## src/rtl/prbs_pkg.sv

```systemverilog
package prbs_pkg;

    localparam int NUM_LOOPS = 5;
    localparam int MAX_ORDER = 31;

    typedef enum logic {
        ST_OPEN   = 1'b0,
        ST_CLOSED = 1'b1
    } loop_state_e;

    // Order n of loop idx (polynomial x^n + x^k + 1)
    function automatic int loop_order(input int idx);
        case (idx)
            0:       return 7;
            1:       return 10;
            2:       return 15;
            3:       return 23;
            default: return 31;
        endcase
    endfunction

    // Inner tap k of loop idx
    function automatic int loop_inner(input int idx);
        case (idx)
            0:       return 6;
            1:       return 7;
            2:       return 14;
            3:       return 18;
            default: return 28;
        endcase
    endfunction

endpackage

```

## src/rtl/prbs_tap_select.sv

```systemverilog
module prbs_tap_select
    import prbs_pkg::*;
#(
    parameter int REG_W = MAX_ORDER
) (
    input  logic [REG_W-1:0] shreg,
    input  logic [2:0]       len_sel,
    output logic             pred_bit
);

    // Bit of age a (1 = newest) sits at shreg[a-1].
    logic [NUM_LOOPS-1:0] loop_fb;

    generate
        for (genvar g = 0; g < NUM_LOOPS; g++) begin : g_loop
            localparam int ORD = loop_order(g);
            localparam int INR = loop_inner(g);
            assign loop_fb[g] = shreg[ORD-1] ^ shreg[INR-1];
        end
    endgenerate

    always_comb begin
        case (len_sel)
            3'b000:  pred_bit = loop_fb[0];
            3'b001:  pred_bit = loop_fb[1];
            3'b010:  pred_bit = loop_fb[2];
            3'b011:  pred_bit = loop_fb[3];
            default: pred_bit = loop_fb[4];
        endcase
    end

endmodule

```

## src/rtl/prbs_loop_ctrl.sv

```systemverilog
module prbs_loop_ctrl
    import prbs_pkg::*;
(
    input  logic clk,
    input  logic rst,
    input  logic enc,
    output logic loop_closed
);

    loop_state_e state_q;
    loop_state_e state_d;

    always_comb begin
        unique case (state_q)
            ST_OPEN:   state_d = enc ? ST_CLOSED : ST_OPEN;   // CLOSE
            ST_CLOSED: state_d = enc ? ST_CLOSED : ST_OPEN;   // OPEN
        endcase
    end

    always_ff @(posedge clk) begin
        if (rst) state_q <= ST_CLOSED;
        else     state_q <= state_d;
    end

    always_comb begin
        loop_closed = (state_q == ST_CLOSED);
    end

endmodule

```

## src/rtl/prbs_shift_reg.sv

```systemverilog
module prbs_shift_reg #(
    parameter int REG_W = 31
) (
    input  logic             clk,
    input  logic             rst,
    input  logic             loop_closed,
    input  logic             pred_bit,
    input  logic             din,
    output logic [REG_W-1:0] shreg
);

    logic next_bit;

    always_comb begin
        next_bit = loop_closed ? pred_bit : din;
    end

    always_ff @(posedge clk) begin
        if (rst) shreg <= '1;
        else     shreg <= {shreg[REG_W-2:0], next_bit};
    end

endmodule

```

## src/rtl/prbs_core.sv

```systemverilog
module prbs_core
    import prbs_pkg::*;
#(
    parameter int REG_W = MAX_ORDER
) (
    input  logic       clk,
    input  logic       rst,
    input  logic       din,
    input  logic [2:0] len_sel,
    input  logic       enc,
    output logic       pat_out,
    output logic       err
);

    logic [REG_W-1:0] shreg;
    logic             pred_bit;
    logic             loop_closed;
    logic             err_q;

    prbs_loop_ctrl u_ctrl (
        .clk         (clk),
        .rst         (rst),
        .enc         (enc),
        .loop_closed (loop_closed)
    );

    prbs_tap_select #(.REG_W(REG_W)) u_taps (
        .shreg    (shreg),
        .len_sel  (len_sel),
        .pred_bit (pred_bit)
    );

    prbs_shift_reg #(.REG_W(REG_W)) u_sreg (
        .clk         (clk),
        .rst         (rst),
        .loop_closed (loop_closed),
        .pred_bit    (pred_bit),
        .din         (din),
        .shreg       (shreg)
    );

    always_ff @(posedge clk) begin
        if (rst) err_q <= 1'b0;
        else     err_q <= din ^ pred_bit;
    end

    assign pat_out = shreg[0];
    assign err     = err_q;

endmodule

```

## config.mk

```make
export PLATFORM = sky130hd
export DESIGN_NAME = prbs_core
export DESIGN_NICKNAME = d
export VERILOG_FILES = /design/src/rtl/prbs_pkg.sv /design/src/rtl/prbs_tap_select.sv /design/src/rtl/prbs_loop_ctrl.sv /design/src/rtl/prbs_shift_reg.sv /design/src/rtl/prbs_core.sv
export SDC_FILE = /design/constraint.sdc
export NUM_CORES = 1
export LEC_CHECK = 0
export BUFFER_PORTS_ARGS = -buffer_cell sky130_fd_sc_hd__buf_2
export CORE_MARGIN = 2
export CORE_UTILIZATION = 30
export CTS_BUF_LIST = sky130_fd_sc_hd__clkbuf_4
export DETAILED_ROUTE_END_ITERATION = 12
export GPL_ROUTABILITY_DRIVEN = 0
export SETUP_SLACK_MARGIN = 0.4
export SLEW_MARGIN = 20
export SYNTH_ARGS = -nofsm -noshare
export SYNTH_HDL_FRONTEND = slang
export SYNTH_SLANG_ARGS = --single-unit
```

## constraint.sdc

```tcl
create_clock -name clk -period 1.85 [get_ports clk]
set_input_delay 0.185 -clock clk [delete_from_list [all_inputs] [get_ports clk]]
set_output_delay 0.185 -clock clk [all_outputs]
set_load 0.05 [all_outputs]
```

==> results by group <==
Die
  – CORE AREA: 3310 um2
  – Die height: 62.4 um
  – Num ports: 9
  – Row count: 21
  – Initial Util: 30.9%
  – Die footprint: 3900 um2
  – Die width: 62.4 um

Clock tree
  – H-tree levels: 2
  – Max clock buf depth: 2
  – Root buf cell: clkbuf_4
  – TritonCTS buffer count: 5
  – Clock Sinks: 33
  – Clock input transition at the sequential cells of the worst setup and hold paths: 0.10 ns
  – TritonCTS clock tree: yes
  – CTS Hold Bufs: 0
  – Worst-Skew Late Latency: 0.33 ns

Synth
  – Post-Synthesis Cell Area: 1020 um2
  – Ys Warns: 0
  – EDFF count, synth: 0
  – Flops & latches, synth: 33
  – Sequential fraction of the synthesis area: 64.5%
  – Syn_nets: 97
  – Main synth FF type: dfxtp_1
  – Post-Syn Area per Cell: 11.4 um2
  – Synth unique cells: 20
  – Cells after Synth: 90
  – Share of flip-flops with an asynchronous set or reset: 0%

STA
  – Max Transition Viols Final: 0
  – Clock skew: 0.00601 ns
  – Min Hold Slack: 0.0421 ns
  – Slew margin rel.: 82.6%
  – Fin crit period: 1.38 ns
  – Endpoints failing setup: 0
  – Measured slew at the worst slew-check pin: 0.257 ns
  – Unrepaired setup endpoints after global routing: no
  – Period utilization: 74.4%
  – Setup TNS: 0 ns
  – Final Hold Fails: 0
  – Fmax: 726 MHz

Critical path
  – Max FO, Critical Path: 3
  – Setup crit start kind: flip-flop
  – CP Data Required Time: 2.12 ns
  – Setup crit end kind: flip-flop
  – Crit path DAT: 1.65 ns
  – CP Class: flip-flop to flip-flop

Power and ir drop
  – Leak: 0.463 nW
  – Power Density: 1060 nW/um2
  – Max VDD drop: 0.509 mV

Global route
  – Largest net degree at the start of global routing: 33
  – Total grt overflow: 0
  – Vias in the first global route: 585
  – First-pass GRT wire length: 2550 um
  – Tot GR Track Use: 9.07%
  – Initial antenna violation count: 0

Routing
  – DRT Wirelength: 1380 um
  – DRC: 0
  – Number of iterations in the first detailed-routing pass: 3
  – ANT nets after route: 0
  – Via count: 600
  – Initial DRC count: 19
  – Vias per inst: 4.00
  – Routed len/inst: 9.19 um

Cells and area
  – Fillers: 359
  – Area growth, synth to finish: 18.3%
  – Final non-filler cell total: 150
  – Most frequent cells in the layout: dfxtp_1 (32), or2_2 (31), buf_2 (8)
  – Most common cell after layout, fill and taps aside: dfxtp_1
  – ANT cells: 0
  – Proportion of layout cells with a drive suffix above 1: 51.0%
  – Nets: 110
  – Final core utilization: 36.6%

Place
  – IO buf count: 8
  – Cells after DPL: 142
  – HPWL after detailed placement: 912 um

Outcome
  – Outcome: completed

Min path
  – Hold Path Class: input pin to flip-flop

Job
  – Max cap viols: 0
## sequential cells by signal, summed over array words and instances, names as in the netlist
register	flops
u_ctrl.loop_closed	1
err	1
u_sreg.shreg	31
## layout make-up
| class | instances | area [um2] | share of cell area [%] |
|---|---|---|---|
| tap | 46 | 57.6 | 4.75 |
| clock inverter | 3 | 41.3 | 3.41 |
| clock buffer | 5 | 37.5 | 3.10 |
| sequential | 33 | 662 | 54.6 |
| timing repair buffer | 9 | 47.5 | 3.93 |
| multi-input combinational | 53 | 362 | 29.9 |
| inverter | 1 | 3.75 | 0.310 |
## kinds of logic (layout without fill, tap and decap cells)
logic type	count (synthesis)	count (layout)	share of synthesized area, %
buffers and inverters	4	18	1.47
and+or+nand+nor	44	44	25.9
AOI/OAI and AO/OA	4	4	3.06
DFF	33	33	64.5
xor gates and xnor gates	3	3	2.57
muxes	2	2	2.44
## where the power goes
group / internal, mW / leakage (nW) / switching (mW)
sequential: 0.718 / 0.268 / 0.00280
combinational: 0.0190 / 0.156 / 0.0350
clock: 0.280 / 0.0389 / 0.234
## worst max-delay path, stage by stage (launching register included)
cell and delay, ns:
dfxtp_2 0.34, mux2i_2 0.16, mux2_4 0.32, or4_1 0.40
nand4b_1 0.10
## cell usage after synthesis, drive strengths merged, types with 2 or more instances
cell type	n	area [um2]
dfxtp	33	661
or2	31	194
clkbuf	3	11.3
nand2	3	11.3
nand3	2	10.0
nor2	2	7.51
nor2b	2	12.5
xnor2	2	17.5
## layer usage
metal	vias up	GRT usage, %	share of wire (%)
li1	309	-	-
met1	275	10.7	51
met2	12	10.9	41
met3	4	7.39	5.7
met4	0	5.83	2.5
met5	-	0	0
## worst paths after layout
kind               startpoint                  to  slack [ns]  cells past startpoint
max           u_sreg.shreg[9]                 err        0.47                      4
min                       enc  u_ctrl.loop_closed        0.04                      2
max reg2reg   u_sreg.shreg[9]                 err        0.47                      4
min reg2reg  u_sreg.shreg[25]    u_sreg.shreg[26]        0.42                      1
## through the flow
step	instance area (um2)	setup slack (ns)	power, mW
final	1210	0.473	1.29
after detailed placement	1120	0.188	0.791
after floorplan	1030	0.374	0.772
after global routing	1210	0.411	1.35
after global placement	1120	0.237	0.790
after CTS	1200	0.456	1.31
## what timing repair did
action / CTS / global route
gates resized for setup: 1 / 3
pin swaps: 2 / 0
endpoints found under the setup margin: 1 / 2
setup buffers: 0 / 0
No activity file was read; power rests on OpenSTA's default activity.
